==> config.mk <==
export PLATFORM = sky130hd
export DESIGN_NAME = lsu_bus_req
export DESIGN_NICKNAME = d
export VERILOG_FILES = /design/src/rtl/lsu_bus_pkg.sv /design/src/rtl/lsu_txn_queue.sv /design/src/rtl/lsu_req_fsm.sv /design/src/rtl/lsu_rsp_unit.sv /design/src/rtl/lsu_bus_req.sv
export SDC_FILE = /design/constraint.sdc
export NUM_CORES = 1
export LEC_CHECK = 0
export BUFFER_PORTS_ARGS = -buffer_cell sky130_fd_sc_hd__buf_2
export CORE_UTILIZATION = 31
export CTS_BUF_LIST = sky130_fd_sc_hd__clkbuf_4 sky130_fd_sc_hd__clkbuf_8 sky130_fd_sc_hd__clkbuf_16
export CTS_CLUSTER_SIZE = 16
export DETAILED_ROUTE_END_ITERATION = 8
export GPL_ROUTABILITY_DRIVEN = 0
export SYNTH_ARGS = -nofsm -noshare
export SYNTH_HDL_FRONTEND = slang
export SYNTH_HIERARCHICAL = 1
export SYNTH_SLANG_ARGS = --single-unit
==> constraint.sdc <==
create_clock -name clk_i -period 2.4 [get_ports clk_i]
set_clock_uncertainty 0.1 [all_clocks]
set_input_delay 0.24 -clock clk_i [delete_from_list [all_inputs] [get_ports clk_i]]
set_output_delay 0.24 -clock clk_i [all_outputs]
set_load 0.1 [all_outputs]
==> src/rtl/lsu_bus_pkg.sv <==
`timescale 1ns/1ps
package lsu_bus_pkg;

    // Request side: whether a request is being driven on the bus.
    typedef enum logic {
        RQ_IDLE     = 1'b0,
        RQ_WAIT_GNT = 1'b1
    } rq_state_e;

    // Response side: what the last clock edge delivered to the core.
    typedef enum logic [1:0] {
        RS_QUIET    = 2'd0,
        RS_LOAD_OK  = 2'd1,
        RS_STORE_OK = 2'd2,
        RS_FAULT    = 2'd3
    } rs_state_e;

endpackage

==> src/rtl/lsu_txn_queue.sv <==
`timescale 1ns/1ps
module lsu_txn_queue #(
    parameter int W     = 33,
    parameter int DEPTH = 2,
    parameter int CW    = $clog2(DEPTH + 1)
) (
    input  logic          clk_i,
    input  logic          rst_ni,
    input  logic          push_i,
    input  logic [W-1:0]  push_data_i,
    input  logic          pop_i,
    output logic [W-1:0]  head_o,
    output logic [CW-1:0] count_o,
    output logic          empty_o
);
    localparam int PW = (DEPTH > 1) ? $clog2(DEPTH) : 1;

    logic [PW-1:0] wr_ptr_q;
    logic [PW-1:0] rd_ptr_q;
    logic [CW-1:0] count_q;
    logic [W-1:0]  slot_w [DEPTH];

    function automatic logic [PW-1:0] ptr_next(input logic [PW-1:0] p);
        return (int'(p) == DEPTH - 1) ? '0 : p + 1'b1;
    endfunction

    // One register per slot; a slot loads only when the write pointer selects it.
    generate
        for (genvar i = 0; i < DEPTH; i++) begin : g_slot
            logic [W-1:0] data_q;
            always_ff @(posedge clk_i or negedge rst_ni) begin
                if (!rst_ni) begin
                    data_q <= '0;
                end else if (push_i && (int'(wr_ptr_q) == i)) begin
                    data_q <= push_data_i;
                end
            end
            assign slot_w[i] = data_q;
        end
    endgenerate

    always_ff @(posedge clk_i or negedge rst_ni) begin
        if (!rst_ni) begin
            wr_ptr_q <= '0;
            rd_ptr_q <= '0;
            count_q  <= '0;
        end else begin
            if (push_i) begin
                wr_ptr_q <= ptr_next(wr_ptr_q);
            end
            if (pop_i) begin
                rd_ptr_q <= ptr_next(rd_ptr_q);
            end
            count_q <= count_q + CW'(push_i) - CW'(pop_i);
        end
    end

    assign head_o  = slot_w[rd_ptr_q];
    assign count_o = count_q;
    assign empty_o = (count_q == '0);

endmodule

==> src/rtl/lsu_req_fsm.sv <==
`timescale 1ns/1ps
module lsu_req_fsm
    import lsu_bus_pkg::*;
#(
    parameter int AW    = 32,
    parameter int DW    = 32,
    parameter int BW    = DW / 8,
    parameter int DEPTH = 2,
    parameter int CW    = $clog2(DEPTH + 1)
) (
    input  logic          clk_i,
    input  logic          rst_ni,
    input  logic          cmd_valid_i,
    output logic          cmd_ready_o,
    input  logic          cmd_we_i,
    input  logic [AW-1:0] cmd_addr_i,
    input  logic [BW-1:0] cmd_be_i,
    input  logic [DW-1:0] cmd_wdata_i,
    input  logic          mem_gnt_i,
    output logic          mem_req_o,
    output logic [AW-1:0] mem_addr_o,
    output logic          mem_we_o,
    output logic [BW-1:0] mem_be_o,
    output logic [DW-1:0] mem_wdata_o,
    input  logic [CW-1:0] q_count_i,
    input  logic          q_pop_i,
    output logic          q_push_o,
    output logic          pending_o
);
    rq_state_e     state_q, state_d;
    logic [AW-1:0] addr_q;
    logic          we_q;
    logic [BW-1:0] be_q;
    logic [DW-1:0] wdata_q;

    logic room_idle;
    logic room_chain;
    logic take;
    logic granted;

    // Room checks: when idle, the queue must not be full. When chaining, the
    // grant in flight plus the remaining entries, less any response popping
    // this cycle, must still leave a slot.
    always_comb begin
        room_idle  = int'(q_count_i) < DEPTH;
        room_chain = (int'(q_count_i) + 1) < (DEPTH + int'(q_pop_i));
        granted    = (state_q == RQ_WAIT_GNT) && mem_gnt_i;
        unique case (state_q)
            RQ_IDLE:     cmd_ready_o = room_idle;
            RQ_WAIT_GNT: cmd_ready_o = mem_gnt_i && room_chain;
            default:     cmd_ready_o = 1'b0;
        endcase
        take = cmd_valid_i && cmd_ready_o;
    end

    // Next-state selection (T_ISSUE, T_HOLD, T_CHAIN, T_RELEASE).
    always_comb begin
        state_d = state_q;
        unique case (state_q)
            RQ_IDLE: begin
                if (take) begin
                    state_d = RQ_WAIT_GNT;   // T_ISSUE
                end
            end
            RQ_WAIT_GNT: begin
                if (!mem_gnt_i) begin
                    state_d = RQ_WAIT_GNT;   // T_HOLD
                end else if (take) begin
                    state_d = RQ_WAIT_GNT;   // T_CHAIN
                end else begin
                    state_d = RQ_IDLE;       // T_RELEASE
                end
            end
            default: state_d = RQ_IDLE;
        endcase
    end

    // State register and held request fields.
    always_ff @(posedge clk_i or negedge rst_ni) begin
        if (!rst_ni) begin
            state_q <= RQ_IDLE;
            addr_q  <= '0;
            we_q    <= 1'b0;
            be_q    <= '0;
            wdata_q <= '0;
        end else begin
            state_q <= state_d;
            if (take) begin
                addr_q  <= cmd_addr_i;
                we_q    <= cmd_we_i;
                be_q    <= cmd_be_i;
                wdata_q <= cmd_wdata_i;
            end
        end
    end

    // Outputs decoded from the state.
    always_comb begin
        mem_req_o   = (state_q == RQ_WAIT_GNT);
        mem_addr_o  = addr_q;
        mem_we_o    = we_q;
        mem_be_o    = be_q;
        mem_wdata_o = wdata_q;
        q_push_o    = granted;
        pending_o   = (state_q == RQ_WAIT_GNT);
    end

endmodule

==> src/rtl/lsu_rsp_unit.sv <==
`timescale 1ns/1ps
module lsu_rsp_unit
    import lsu_bus_pkg::*;
#(
    parameter int AW = 32,
    parameter int DW = 32
) (
    input  logic          clk_i,
    input  logic          rst_ni,
    input  logic          mem_rvalid_i,
    input  logic [DW-1:0] mem_rdata_i,
    input  logic          mem_err_i,
    input  logic          q_empty_i,
    input  logic          head_we_i,
    input  logic [AW-1:0] head_addr_i,
    output logic          q_pop_o,
    output logic          ld_valid_o,
    output logic [DW-1:0] ld_data_o,
    output logic          st_done_o,
    output logic          exc_o,
    output logic [AW-1:0] exc_addr_o,
    output logic          exc_store_o
);
    rs_state_e     state_q, state_d;
    logic [DW-1:0] ld_data_q;
    logic [AW-1:0] exc_addr_q;
    logic          exc_store_q;
    logic          accept;

    // A response counts only when an access is outstanding.
    always_comb begin
        accept  = mem_rvalid_i && !q_empty_i;
        state_d = RS_QUIET;
        if (accept) begin
            if (mem_err_i) begin
                state_d = RS_FAULT;
            end else if (head_we_i) begin
                state_d = RS_STORE_OK;
            end else begin
                state_d = RS_LOAD_OK;
            end
        end
    end

    always_ff @(posedge clk_i or negedge rst_ni) begin
        if (!rst_ni) begin
            state_q     <= RS_QUIET;
            ld_data_q   <= '0;
            exc_addr_q  <= '0;
            exc_store_q <= 1'b0;
        end else begin
            state_q <= state_d;
            if (state_d == RS_LOAD_OK) begin
                ld_data_q <= mem_rdata_i;
            end
            if (state_d == RS_FAULT) begin
                exc_addr_q  <= head_addr_i;
                exc_store_q <= head_we_i;
            end
        end
    end

    always_comb begin
        q_pop_o     = accept;
        ld_valid_o  = 1'b0;
        st_done_o   = 1'b0;
        exc_o       = 1'b0;
        unique case (state_q)
            RS_QUIET:    ;
            RS_LOAD_OK:  ld_valid_o = 1'b1;
            RS_STORE_OK: st_done_o  = 1'b1;
            RS_FAULT:    exc_o      = 1'b1;
            default:     ;
        endcase
        ld_data_o   = ld_data_q;
        exc_addr_o  = exc_addr_q;
        exc_store_o = exc_store_q;
    end

endmodule

==> src/rtl/lsu_bus_req.sv <==
`timescale 1ns/1ps
module lsu_bus_req #(
    parameter int AW    = 32,
    parameter int DW    = 32,
    parameter int BW    = DW / 8,
    parameter int DEPTH = 2
) (
    input  logic          clk_i,
    input  logic          rst_ni,
    input  logic          cmd_valid_i,
    output logic          cmd_ready_o,
    input  logic          cmd_we_i,
    input  logic [AW-1:0] cmd_addr_i,
    input  logic [BW-1:0] cmd_be_i,
    input  logic [DW-1:0] cmd_wdata_i,
    output logic          mem_req_o,
    input  logic          mem_gnt_i,
    output logic [AW-1:0] mem_addr_o,
    output logic          mem_we_o,
    output logic [BW-1:0] mem_be_o,
    output logic [DW-1:0] mem_wdata_o,
    input  logic          mem_rvalid_i,
    input  logic [DW-1:0] mem_rdata_i,
    input  logic          mem_err_i,
    output logic          ld_valid_o,
    output logic [DW-1:0] ld_data_o,
    output logic          st_done_o,
    output logic          exc_o,
    output logic [AW-1:0] exc_addr_o,
    output logic          exc_store_o,
    output logic          busy_o
);
    localparam int CW = $clog2(DEPTH + 1);
    localparam int QW = AW + 1;

    logic          q_push;
    logic          q_pop;
    logic [QW-1:0] q_head;
    logic [CW-1:0] q_count;
    logic          q_empty;
    logic          pending;

    lsu_req_fsm #(
        .AW(AW), .DW(DW), .BW(BW), .DEPTH(DEPTH), .CW(CW)
    ) u_req (
        .clk_i       (clk_i),
        .rst_ni      (rst_ni),
        .cmd_valid_i (cmd_valid_i),
        .cmd_ready_o (cmd_ready_o),
        .cmd_we_i    (cmd_we_i),
        .cmd_addr_i  (cmd_addr_i),
        .cmd_be_i    (cmd_be_i),
        .cmd_wdata_i (cmd_wdata_i),
        .mem_gnt_i   (mem_gnt_i),
        .mem_req_o   (mem_req_o),
        .mem_addr_o  (mem_addr_o),
        .mem_we_o    (mem_we_o),
        .mem_be_o    (mem_be_o),
        .mem_wdata_o (mem_wdata_o),
        .q_count_i   (q_count),
        .q_pop_i     (q_pop),
        .q_push_o    (q_push),
        .pending_o   (pending)
    );

    lsu_txn_queue #(
        .W(QW), .DEPTH(DEPTH), .CW(CW)
    ) u_queue (
        .clk_i       (clk_i),
        .rst_ni      (rst_ni),
        .push_i      (q_push),
        .push_data_i ({mem_we_o, mem_addr_o}),
        .pop_i       (q_pop),
        .head_o      (q_head),
        .count_o     (q_count),
        .empty_o     (q_empty)
    );

    lsu_rsp_unit #(
        .AW(AW), .DW(DW)
    ) u_rsp (
        .clk_i        (clk_i),
        .rst_ni       (rst_ni),
        .mem_rvalid_i (mem_rvalid_i),
        .mem_rdata_i  (mem_rdata_i),
        .mem_err_i    (mem_err_i),
        .q_empty_i    (q_empty),
        .head_we_i    (q_head[AW]),
        .head_addr_i  (q_head[AW-1:0]),
        .q_pop_o      (q_pop),
        .ld_valid_o   (ld_valid_o),
        .ld_data_o    (ld_data_o),
        .st_done_o    (st_done_o),
        .exc_o        (exc_o),
        .exc_addr_o   (exc_addr_o),
        .exc_store_o  (exc_store_o)
    );

    assign busy_o = pending || !q_empty;

endmodule

==> results.toml <==
[cts]
root_buffer = "clkbuf_16"
insertion_delay_ns = 0.50
cts_tree = "built"
cts_buffers = 25
htreeDepth = 1
path_clk_slew_ns = 0.05
postCtsSetupBuffers = 0
cts_buffer_depth = 3
clkSinkCount = 207

[hold_path]
hold_class = "in2async"

[cells_and_area]
fin_util = 0.4440
final_layout_size_suffix_gt1_frac = 0.6121
fill_cells = 2479
layout.nets = 978
diodes = 0
syn_to_final_growth_pct = 40.39

[detailed_routing]
drtIter0Drc = 130
first_pass_iters = 4
wl_per_cell_um = 15.22
wirelength_mm = 18.57
postRouteAntennaNets = 0
num_vias = 5371
viasPerCell = 4.402
drc = 0

[worst_setup_path]
crit_type = "reg2out"
startpoint_type = "flop"
crit_buf_inv = 1
crit_chain = "ha_1 -> a21boi_2 -> o32ai_4 -> buf_12"
endpoint_kind = "output port"
crit_slowest_cell = "dfrtp_2"
critical_path_required_ns = 2.06
cp_max_fo = 5
crit_family = "compound AO/OA/AOI/OAI gates"
cp.depth = 4
cpPeakStageDelay_ns = 0.45
worst_r2r_path_depth = 5
worstPathArrival_ns = 1.91

[logic_synthesis]
syn-instance-count = 498
ys_seq_area_frac = 0.6061
synth_top_area_cell = "dfrtp_1"
synth_top_area_frac = 0.6061
ys.warnings.count = 6
syn_nets = 608
postSynthAreaPerCell_um2 = 17.16
ys_top_cells_by_area = "dfrtp_1, mux2_2, mux2_4, buf_6, buf_12"
ys_types = 27
postSynthRegisterBits = 207
syn_area_um2 = 8547

[timing]
min_period_ns = 2.251
hold_viol = 0
timing.final.crit_share = 0.9380
max_slew_margin = 0.6462
setup_viol = 0
fmax_mhz = 444.2
worst_pin_slew_ns = 0.5307
rsz0062_at_grt = "false"
maxSlewViolCount = 0
timing.setup.tns_ns = 0

[floorplan]
core-area_um2 = 27030
start_util = 0.3162
die_w_um = 168.0
die_y_um = 168.0
rows = 60
pin_count = 247
dieArea_um2 = 28240

[global_route]
grt_util_met2 = 0.2255
grt_pass1_wl_mm = 30.48
grt_start_max_net_pins = 52
top_usage_layer = "met2"
antenna_found_initial = 0
grt_pass1_vias = 5789
grt_usage = 0.1341
grt.overflow.total = 0
global_route.usage.met3 = 0.03315
use_met1 = 0.1714

[placement]
dpl.hpwl_mm = 11.60
portBuffers = 246

[job]
drv_cap = 0

[run_status]
status = "finished, final reports clean"
-- logic make-up (layout without fill, tap and decap cells) --
| family | count (synthesis) | in the layout | share of synthesized area |
|---|---|---|---|
| mux | 233 | 233 | 0.3329 |
| flops | 207 | 207 | 0.6061 |
| buf+inv | 31 | 412 | 0.03308 |
| simple gates | 15 | 15 | 0.01230 |
| compound gates | 5 | 5 | 0.007173 |
| xor+xnor | 4 | 4 | 0.004100 |
| fa+ha+maj | 3 | 3 | 0.004392 |
-- worst register-to-register path, stage by stage (launching register included) --
cell and delay, ns:
dfrtp_2 0.45, ha_1 0.23, nand4b_1 0.23, o2bb2ai_4 0.24
buf_12 0.27, mux2_2 0.43
-- cells in the mapped netlist --
cell type    n
and2_1       1
nand4b_1     1
o2bb2ai_4    1
nor4b_4      1
inv_1        6
xor2_1       2
nand2b_1     2
mux2_1       5
buf_6       14
a21boi_2     1
mux2_2     169
nor2b_2      1
nand2_2      1
xnor2_1      2
dfrtp_1    207
buf_2        7
a21oi_1      1
buf_4        1
ha_1         3
nand3b_1     1
buf_12       3
nor2_1       4
nor2b_1      2
a21o_2       1
nand2_1      1
mux2_4      59
o32ai_1      1
-- layout by cell type (no fill, tap or decap) --
master,synthesis,routed
buf_2,7,244
dfrtp_1,207,204
mux2_2,169,169
dlygate4sd3_1,0,106
mux2_4,59,59
clkbuf_16,0,25
buf_4,1,10
clkbuf_4,0,8
buf_12,3,7
inv_1,6,6
mux2_1,5,5
nor2_1,4,4
ha_1,3,3
dfrtp_2,0,3
nand2b_1,2,2
clkinv_2,0,2
clkbuf_8,0,2
xnor2_1,2,2
xor2_1,2,2
nor2b_1,2,2
clkinvlp_4,0,1
bufinv_16,0,1
nor2b_4,0,1
nand2_2,1,1
a21boi_2,1,1
nand2_1,1,1
o32ai_4,0,1
nand4b_1,1,1
o2bb2ai_4,1,1
a21o_2,1,1
a21oi_1,1,1
and2_1,1,1
nor4b_4,1,1
nand3b_1,1,1
-- path summary, 6_finish.rpt --
check	from	endpoint	slack [ns]
worst max-delay path	u_queue/count_o[1]	cmd_ready_o	0.15
worst min-delay path	rst_ni	u_req/mem_addr_o[2]	0.17
worst max register to register	u_queue/count_o[1]	u_req/mem_addr_o[12]	0.35
worst min register to register	u_rsp/ld_data_o[31]	u_rsp/ld_data_o[31]	0.40
max in group asynchronous	rst_ni	u_rsp/exc_addr_o[20]	1.41
min in group clk_i	cmd_valid_i	u_req/mem_req_o	0.35
-- area by class of cell --
class,instances,area (µm²),area share
Sequential cell,207,5184,0.4320
Multi-Input combinational cell,260,3108,0.2590
Timing Repair Buffer,368,2511,0.2093
Clock buffer,34,699.4,0.05829
Tap cell,341,426.7,0.03556
Clock inverter,4,47.55,0.003962
Inverter,6,22.52,0.001877
-- through the flow --
step | worst slack, ns | hold WS, ns | cell area [µm²] | instances
floorplan | 0.2772 | -0.1556 | 8567 | 498
global placement | 0.3661 | 0.1417 | 10190 | 1076
detailed placement | 0.3247 | 0.1370 | 10190 | 1076
CTS | 0.05872 | 0.1650 | 12000 | 1220
global route | 0.02744 | 0.1833 | 12000 | 1220
finish | 0.1487 | 0.1709 | 12000 | 1220
-- registers in the layout, indices dropped and copies added (netlist names), 2 cells and up --
register and cells:
u_queue/g_slot.data_q 66, u_req/mem_wdata_o 32, u_rsp/state_q 2, u_req/mem_addr_o 32, u_req/mem_be_o 4, u_queue/count_o 2, u_rsp/ld_data_o 32, u_rsp/exc_addr_o 32
-- timing repair --
action	CTS	global route
setup endpoints to repair	0	1
hold buffers	106	0
gates resized for setup	0	1
endpoints found under the hold margin	193	0
-- metal layers --
metal  routed length [µm]  part of all wire
met1                 8180              0.44
met3                 1041             0.056
met2                 8866              0.48
met4                  477             0.026
met5                    0                 0
Power is not shown: default switching activity piles up to over one toggle a cycle in this logic, so the estimate is an artifact.
